`config.mk`:
```
export PLATFORM = sky130hd
export DESIGN_NAME = row_scan_ctrl
export DESIGN_NICKNAME = d
export VERILOG_FILES = /design/src/rtl/row_scan_ctrl.sv
export SDC_FILE = /design/constraint.sdc
export NUM_CORES = 1
export LEC_CHECK = 0
export CAP_MARGIN = 40
export CORE_MARGIN = 2
export CORE_UTILIZATION = 43
export CTS_CLUSTER_DIAMETER = 200
export DETAILED_ROUTE_END_ITERATION = 7
export GPL_ROUTABILITY_DRIVEN = 0
export GPL_TIMING_DRIVEN = 0
export HOLD_SLACK_MARGIN = 0.1
export PLACE_DENSITY = 0.77
export SETUP_SLACK_MARGIN = 0.4
export SYNTH_ARGS = -nofsm -noshare
export SYNTH_HDL_FRONTEND = slang
export SYNTH_SLANG_ARGS = --single-unit
```
`constraint.sdc`:
```
create_clock -name clk -period 2.4 [get_ports clk]
set_input_delay 0.72 -clock clk [delete_from_list [all_inputs] [get_ports clk]]
set_output_delay 0.72 -clock clk [all_outputs]
set_load 0.01 [all_outputs]
```
`src/rtl/row_scan_ctrl.sv`:
```
module row_scan_ctrl #(
  parameter int ROWS  = 10,
  parameter int COLS  = 10,
  parameter int SLOT  = 4,
  parameter int CHECK = 2
) (
  input  logic                     clk,
  input  logic                     rst,
  input  logic [COLS-1:0]          col_i,
  output logic [ROWS-1:0]          row_sel_o,
  output logic [$clog2(ROWS)-1:0]  row_idx_o,
  output logic                     check_o,
  output logic [$clog2(ROWS)-1:0]  mark_row_o,
  output logic [$clog2(COLS)-1:0]  mark_col_o
);
  localparam int RW = $clog2(ROWS);
  localparam int CW = $clog2(COLS);
  localparam int PW = (SLOT > 1) ? $clog2(SLOT) : 1;
  localparam logic [PW-1:0] LAST_PH  = PW'(SLOT - 1);
  localparam logic [PW-1:0] CHECK_PH = PW'(CHECK);
  localparam logic [RW-1:0] LAST_ROW = RW'(ROWS - 1);

  logic [PW-1:0] phase_q, phase_d;
  logic [CW-1:0] hit_col;
  logic          any_hit;
  logic          slot_end;

  assign slot_end = (phase_q == LAST_PH);
  assign phase_d  = slot_end ? '0 : phase_q + 1'b1;
  assign any_hit  = |col_i;

  always_comb begin
    hit_col = '0;
    for (int j = COLS - 1; j >= 0; j--)
      if (col_i[j]) hit_col = CW'(j);
  end

  always_ff @(posedge clk) begin
    if (rst) begin
      phase_q   <= '0;
      row_idx_o <= '0;
      row_sel_o <= ROWS'(1);
      check_o   <= 1'b0;
    end else begin
      phase_q <= phase_d;
      check_o <= (phase_d == CHECK_PH);
      if (slot_end) begin
        row_idx_o <= (row_idx_o == LAST_ROW) ? '0 : row_idx_o + 1'b1;
        row_sel_o <= {row_sel_o[ROWS-2:0], row_sel_o[ROWS-1]};
      end
    end
  end

  always_ff @(posedge clk) begin
    if (rst) begin
      mark_row_o <= '0;
      mark_col_o <= '0;
    end else if (check_o && any_hit) begin
      mark_row_o <= row_idx_o;
      mark_col_o <= hit_col;
    end
  end

  AST_SEL_ONEHOT: assert property (@(posedge clk) disable iff (rst)
    $countones(row_sel_o) == 1 && row_idx_o <= LAST_ROW);
  AST_ROW_SLOT: assert property (@(posedge clk) disable iff (rst)
    (row_idx_o != $past(row_idx_o)) |-> ($past(phase_q) == LAST_PH));
  AST_CHECK_PHASE: assert property (@(posedge clk) disable iff (rst)
    check_o |-> (phase_q == CHECK_PH));
  AST_MARK_LOAD: assert property (@(posedge clk) disable iff (rst)
    (check_o && any_hit) |=> (mark_row_o == $past(row_idx_o)));
  AST_MARK_IDLE: assert property (@(posedge clk) disable iff (rst)
    !check_o |=> ($stable(mark_row_o) && $stable(mark_col_o)));
  AST_MARK_EMPTY: assert property (@(posedge clk) disable iff (rst)
    (check_o && !any_hit) |=> ($stable(mark_row_o) && $stable(mark_col_o)));
endmodule

```
==> impl_metrics.env, run 1 <==
export IMPL_status="finished, final reports clean"
export IMPL_synth_seq_area_share=0.4932
export IMPL_hpwlAfterDp_mm=1.568
export IMPL_path_buf_inv=1
export IMPL_drtIter0Drc=6
export IMPL_startpoint_type="register"
export IMPL_hold_end="mark_row_o[1]"
export IMPL_relSlewSlack=0.7066
export IMPL_port_buffers=33
export IMPL_tritoncts="done"
export IMPL_fillers=200
export IMPL_core_area_mm2=0.002212
export IMPL_maxCapViolations=0
export IMPL_report_final_setup_viol=0
export IMPL_final_common_cell="nor2_1"
export IMPL_setup_slack_ps=448.6
export IMPL_finalSetupTns_ps=0
export IMPL_critPathArrivalTime_ps=1230
export IMPL_vias=882
export IMPL_crit_chain="clkdlybuf4s50_1"
export IMPL_clock_path_buffers=2
export IMPL_dp_cells=170
export IMPL_endpoint_kind="output pin"
export IMPL_hp_class="register to register"
export IMPL_dieArea_mm2=0.002764
export IMPL_insertion_delay_ps=310
export IMPL_power_leakage_uw=0.0006455
export IMPL_numCtsBuffers=3
export IMPL_crit_fanout=3
export IMPL_reg2reg_depth=5
export IMPL_syn2layout_area_growth_pct=41.31
export IMPL_slew_viol_final=0
export IMPL_synth_distinct_cells=29
export IMPL_gr_total_overflow=0
export IMPL_path_clk_slew_ps=130
export IMPL_grt_pass1_vias=908
export IMPL_avgViaCountPerCell=5.069
export IMPL_critical_path_class="register to output pin"
export IMPL_stdcell_count=174
export IMPL_worst_slew_pin_slew_ps=438.6
export IMPL_layout_min_cycle_time_ps=1951
export IMPL_rr_endpoint="row_sel_o[5]"
export IMPL_layout_drive_gt1_share=0.1575
export IMPL_grt_first_pass_wirelength_mm=3.767
export IMPL_cts_htree_levels=1
export IMPL_netlist_area_mm2=0.001015
export IMPL_die_height_um=52.58
export IMPL_final_antenna_net_count=0
export IMPL_synth_top_cell_by_area="dfxtp_1"
export IMPL_hold_viol=0
export IMPL_wirelength_mm=2.174
export IMPL_synth_avg_cell_area_um2=9.309
export IMPL_cpMaxStageDelayCell="clkdlybuf4s50_1"
export IMPL_cts_sinks=25
export IMPL_path_delay_family="buffers and inverters"
export IMPL_max_freq_mhz=512.4
export IMPL_hold_buffers=0
export IMPL_synth_top_cells_by_area="dfxtp_1 (49%), mux2i_1 (8.9%), nor2_1 (7.0%)"
export IMPL_grt_start_max_net_pins=15
export IMPL_dp_slack_ps=-212.7
export IMPL_mostFrequentLayoutCells="nor2_1 (19), dfxtp_1 (17), clkdlybuf4s50_1 (16), nand2_1 (11)"
export IMPL_start_util=0.4587
export IMPL_yosysWarnings=0
export IMPL_fin_crit_sh=0.8131
export IMPL_wire_per_inst_um=12.49
export IMPL_final_nets=161
export IMPL_hold_start="mark_row_o[1]"
export IMPL_die_width_um=52.58
export IMPL_fin_skew_ps=8.356
export IMPL_rows=17
export IMPL_synth_fp_nets=123
export IMPL_r2r_setup_slack_ps=890
export IMPL_antenna_found_initial=0
export IMPL_cts_root_buf="clkbuf_4"
export IMPL_antennaDiodeCount=0
export IMPL_r2r_start="phase_q[0]"
export IMPL_ir_worst_vdd_mv=0.3106
export IMPL_required_ps=1680
export IMPL_syn_inst=109
export IMPL_drc=0
export IMPL_grtUsageTotal=0.1847
export IMPL_pin_count=35
export IMPL_synth_seq_cells=25
export IMPL_holdPathStages=2
export IMPL_cp_slowest_stage_delay_ps=550
export IMPL_powerDensity_mw_per_mm2=493.9
export IMPL_rsz0062_at_grt="false"
export IMPL_drtPass1Iterations=4
export IMPL_synth_top_area_share=0.4932
## stage by stage
step / total power (uW) / hold WS (ps) / util / cell area [um2]
floorplan: 494.2 / 433.8 / - / 1015
global placement: 539.2 / 438.8 / 0.6239 / 1380
detailed placement: 543.1 / 444.7 / 0.6239 / 1380
CTS: 723.2 / 463.1 / 0.6380 / 1411
global route: 744.0 / 477.8 / 0.6482 / 1434
finish: 708.3 / 462.1 / 0.6482 / 1434
## timing repair
| item | in CTS | in global routing |
|---|---|---|
| setup buffers | 0 | 0 |
| pin swaps | 7 | 7 |
| gates cloned | 0 | 0 |
| setup endpoints to repair | 13 | 20 |
| resized for setup | 17 | 26 |
## routing by layer
layer / vias up / GRT usage / routed length, um
met2: 33 / 0.3375 / 1045
met5: - / 0 / 0
met3: 2 / 0.04000 / 145
met1: 396 / 0.2086 / 972
li1: 451 / - / -
met4: 0 / 0.06410 / 10
## cell usage after synthesis
library cell / number
o21a_1: 1
nor2_1: 19
xor2_1: 1
o21ai_0: 2
ha_1: 2
xnor2_1: 1
a32oi_1: 1
nand2_1: 11
a2111oi_0: 1
a211o_1: 1
o41ai_4: 1
dfxtp_1: 25
or4_4: 1
buf_2: 1
o311ai_0: 1
or4_1: 1
o31ai_1: 1
clkbuf_1: 4
a21oi_1: 9
nor2b_1: 4
mux2i_1: 9
a221oi_1: 1
nor3b_1: 1
o41a_1: 1
nor3_1: 2
and2_2: 1
nand3_1: 2
inv_1: 3
nand2b_1: 1
## kinds of logic (layout without fill, tap and decap cells)
family                   count (synthesis)  count (layout)  share of synthesized area
multiplexers                             9               9                    0.08878
XOR/XNOR                                 2               2                    0.01727
adder cells (fa/ha/maj)                  2               2                    0.02466
AO/OA/AOI/OAI                           20              20                     0.1504
AND/OR/NAND/NOR                         43              43                     0.1948
buffers and inverters                    8              45                    0.03082
flip-flops                              25              25                     0.4932
## flip-flops by register name, summed over array words and instances (netlist names)
signal,count
mark_row_o,4
phase_q,2
row_sel_o,10
row_idx_o,4
mark_col_o,4
check_o,1
## layout make-up
| type | instances | area, um2 | area share |
|---|---|---|---|
| clock inverters | 1 | 5.005 | 0.003490 |
| inverters | 3 | 11.26 | 0.007853 |
| clock buffers | 3 | 22.52 | 0.01571 |
| well taps | 28 | 35.03 | 0.02443 |
| plain buffers | 5 | 20.02 | 0.01396 |
| repair buffers | 33 | 325.3 | 0.2269 |
| multi-input cells | 76 | 494.2 | 0.3447 |
| flip-flops and latches | 25 | 520.5 | 0.3630 |
## power by group
group / total [uW] / internal, uW / switching [uW]
Sequential: 435 / 425 / 10.8
Clock: 181 / 62.2 / 119
Combinational: 91.9 / 44.6 / 47.3
## worst max path at each step
stage	start	slack, ps	depth (start not counted)	endpoint
3_5_place_dp	col_i[3]	-210	5	mark_col_o[0]
3_3_place_gp	col_i[3]	-200	5	mark_col_o[0]
2_1_floorplan	col_i[3]	370	4	mark_col_o[0]
5_1_grt	row_idx_o[3]	400	1	row_idx_o[3]
4_1_cts	col_i[2]	350	5	mark_col_o[0]
6_report	row_sel_o[6]	450	1	row_sel_o[6]
(Power assumes the default switching activity.)
==> run 2, diff against run 1 <==
--- a/config.mk
+++ b/config.mk
@@ -7,13 +7,13 @@
 export LEC_CHECK = 0
 export CAP_MARGIN = 40
 export CORE_MARGIN = 2
-export CORE_UTILIZATION = 43
+export CORE_UTILIZATION = 39
 export CTS_CLUSTER_DIAMETER = 200
 export DETAILED_ROUTE_END_ITERATION = 7
 export GPL_ROUTABILITY_DRIVEN = 0
 export GPL_TIMING_DRIVEN = 0
 export HOLD_SLACK_MARGIN = 0.1
-export PLACE_DENSITY = 0.77
+export PLACE_DENSITY = 0.73
 export SETUP_SLACK_MARGIN = 0.4
 export SYNTH_ARGS = -nofsm -noshare
 export SYNTH_HDL_FRONTEND = slang
==> constraint.sdc (replaced) <==
create_clock -name clk -period 1.6 [get_ports clk]
set_input_delay 0.48 -clock clk [delete_from_list [all_inputs] [get_ports clk]]
set_output_delay 0.48 -clock clk [all_outputs]
set_load 0.01 [all_outputs]
==> impl_metrics.env, run 2 (synthesis gave the netlist of run 1 again) <==
export IMPL_hpwlAfterDp_mm=1.610
export IMPL_antenna_found_initial=0
export IMPL_vias=1014
export IMPL_numCtsBuffers=3
export IMPL_relSlewSlack=0.6643
export IMPL_layout_drive_gt1_share=0.5799
export IMPL_wirelength_mm=2.671
export IMPL_worst_slew_pin_slew_ps=503.6
export IMPL_reg2reg_depth=6
export IMPL_antennaDiodeCount=0
export IMPL_switching_share=0.2514
export IMPL_tritoncts="done"
export IMPL_insertion_delay_ps=310
export IMPL_endpoint_kind="register"
export IMPL_cts_root_buf="clkbuf_4"
export IMPL_p_sw_uw=288.1
export IMPL_drtPass1Iterations=4
export IMPL_hold_start="mark_row_o[2]"
export IMPL_final_nets=184
export IMPL_p_int_uw=857.6
export IMPL_grt_start_max_net_pins=14
export IMPL_largest_register_ffs=10
export IMPL_max_flop_register="row_sel_o"
export IMPL_rows=18
export IMPL_sequentialPowerShare=0.575
export IMPL_hp_class="register to register"
export IMPL_dpl_cell_area_mm2=0.001390
export IMPL_r2r_setup_slack_ps=390
export IMPL_pin_count=35
export IMPL_gr_total_overflow=0
export IMPL_finish_instance_area_mm2=0.001760
export IMPL_drtIter0Drc=9
export IMPL_crit_fanout=5
export IMPL_rsz0062_at_grt="true"
export IMPL_power_leakage_uw=0.0007459
export IMPL_wire_per_inst_um=13.42
export IMPL_hold_end="mark_row_o[2]"
export IMPL_drc=0
export IMPL_die_height_um=55.01
export IMPL_slew_viol_final=0
export IMPL_setup_slack_ps=-23.59
export IMPL_port_buffers=33
export IMPL_clock_path_buffers=2
export IMPL_maxCapViolations=0
export IMPL_startpoint_type="input port"
export IMPL_cts_htree_levels=1
export IMPL_rr_endpoint="row_idx_o[3]"
export IMPL_grt_first_pass_wirelength_mm=3.663
export IMPL_max_freq_mhz=615.9
export IMPL_path_clk_slew_ps=120
export IMPL_fin_skew_ps=1.589
export IMPL_p_comb_frac=0.186
export IMPL_critical_path_class="input port to register"
export IMPL_powerDensity_mw_per_mm2=650.8
export IMPL_holdPathStages=2
export IMPL_fin_util=0.7106
export IMPL_p_clk_frac=0.240
export IMPL_syn2layout_area_growth_pct=73.49
export IMPL_avgViaCountPerCell=5.095
export IMPL_required_ps=1790
export IMPL_final_antenna_net_count=0
export IMPL_mostFrequentLayoutCells="buf_6 (26), dfxtp_2 (23), buf_4 (21), nor2_1 (19), mux2i_1 (9)"
export IMPL_status="finished with violations"
export IMPL_cts_sinks=25
export IMPL_report_final_setup_viol=6
export IMPL_critPathArrivalTime_ps=1820
export IMPL_dieArea_mm2=0.003026
export IMPL_fin_crit_sh=1.015
export IMPL_r2r_start="phase_q[0]"
export IMPL_dp_slack_ps=-806.7
export IMPL_die_width_um=55.01
export IMPL_grt_pass1_vias=940
export IMPL_final_common_cell="buf_6"
export IMPL_start_util=0.4096
export IMPL_finalSetupTns_ps=-105.7
export IMPL_violations="negative setup slack"
export IMPL_hold_viol=0
export IMPL_ir_worst_vdd_mv=0.8139
export IMPL_layout_min_cycle_time_ps=1624
export IMPL_grtUsageTotal=0.1688
export IMPL_core_area_mm2=0.002477
-- run 2: changes by cell type in the layout (fill, tap and decap cells not counted), moves of 2 or more --
cell	previous run	this run
nand2_1	11	6
dfxtp_1	17	0
dfxtp_4	4	2
nand2_2	0	4
clkdlybuf4s50_1	16	0
buf_4	0	21
dlymetal6s2s_1	9	2
buf_6	0	26
a21oi_1	9	6
dfxtp_2	4	23
a21oi_2	0	3
clkbuf_2	5	1
-- run 2: repair_timing --
action | CTS | global route
setup endpoints to repair | 42 | 41
buffers inserted | 16 | 6
pin swaps | 13 | 4
hold buffers | 0 | 0
resized for setup | 173 | 22
gates cloned | 0 | 1
-- run 2: power by group through the flow --
stage | registers, uW | clock network [uW] | logic (uW)
floorplan | 673 | 0 | 70.3
global placement | 669 | 0 | 143
detailed placement | 670 | 0 | 147
CTS | 654 | 284 | 174
global route | 661 | 309 | 229
finish | 659 | 274 | 213
-- run 2: how the worst max path moves through the flow --
stage | start | end | slack, ps
6_report | col_i[6] | mark_col_o[1] | -20
5_1_grt | col_i[6] | mark_row_o[1] | -30
4_1_cts | col_i[0] | mark_col_o[1] | -5
3_5_place_dp | col_i[4] | mark_col_o[0] | -810
3_3_place_gp | col_i[4] | mark_col_o[0] | -760
2_1_floorplan | col_i[4] | mark_col_o[0] | -190
-- run 2: through the flow --
stage	std cells	power, uW	hold WS, ps
after floorplan	109	743.3	433.8
final	199	1146	470.8
after CTS	192	1112	468.3
after detailed placement	172	816.1	447.0
after global routing	199	1199	471.7
after global placement	172	811.7	438.5
-- run 2: final cells by class --
cell class,count,area (um2)
sequential,25,536.8
multi-input combinational,76,558.0
clock buffer,4,26.28
tap,30,37.54
fill,189,716.9
timing repair buffer,56,544.3
buffer,5,46.29
inverter,3,11.26
-- run 2: critical path, cell delays in order --
cell,delay [ps]
buf_6,90
or4_4,560
o41a_1,430
buf_6,160
nand3_2,60
a21oi_2,50
-- run 2: per-layer routing --
layer,up-vias,GRT usage,routed length (um)
li1,499,-,-
met1,477,0.1714,1046
met2,36,0.3353,1416
met3,2,0.05645,190
met4,0,0.02439,17
met5,-,0,0
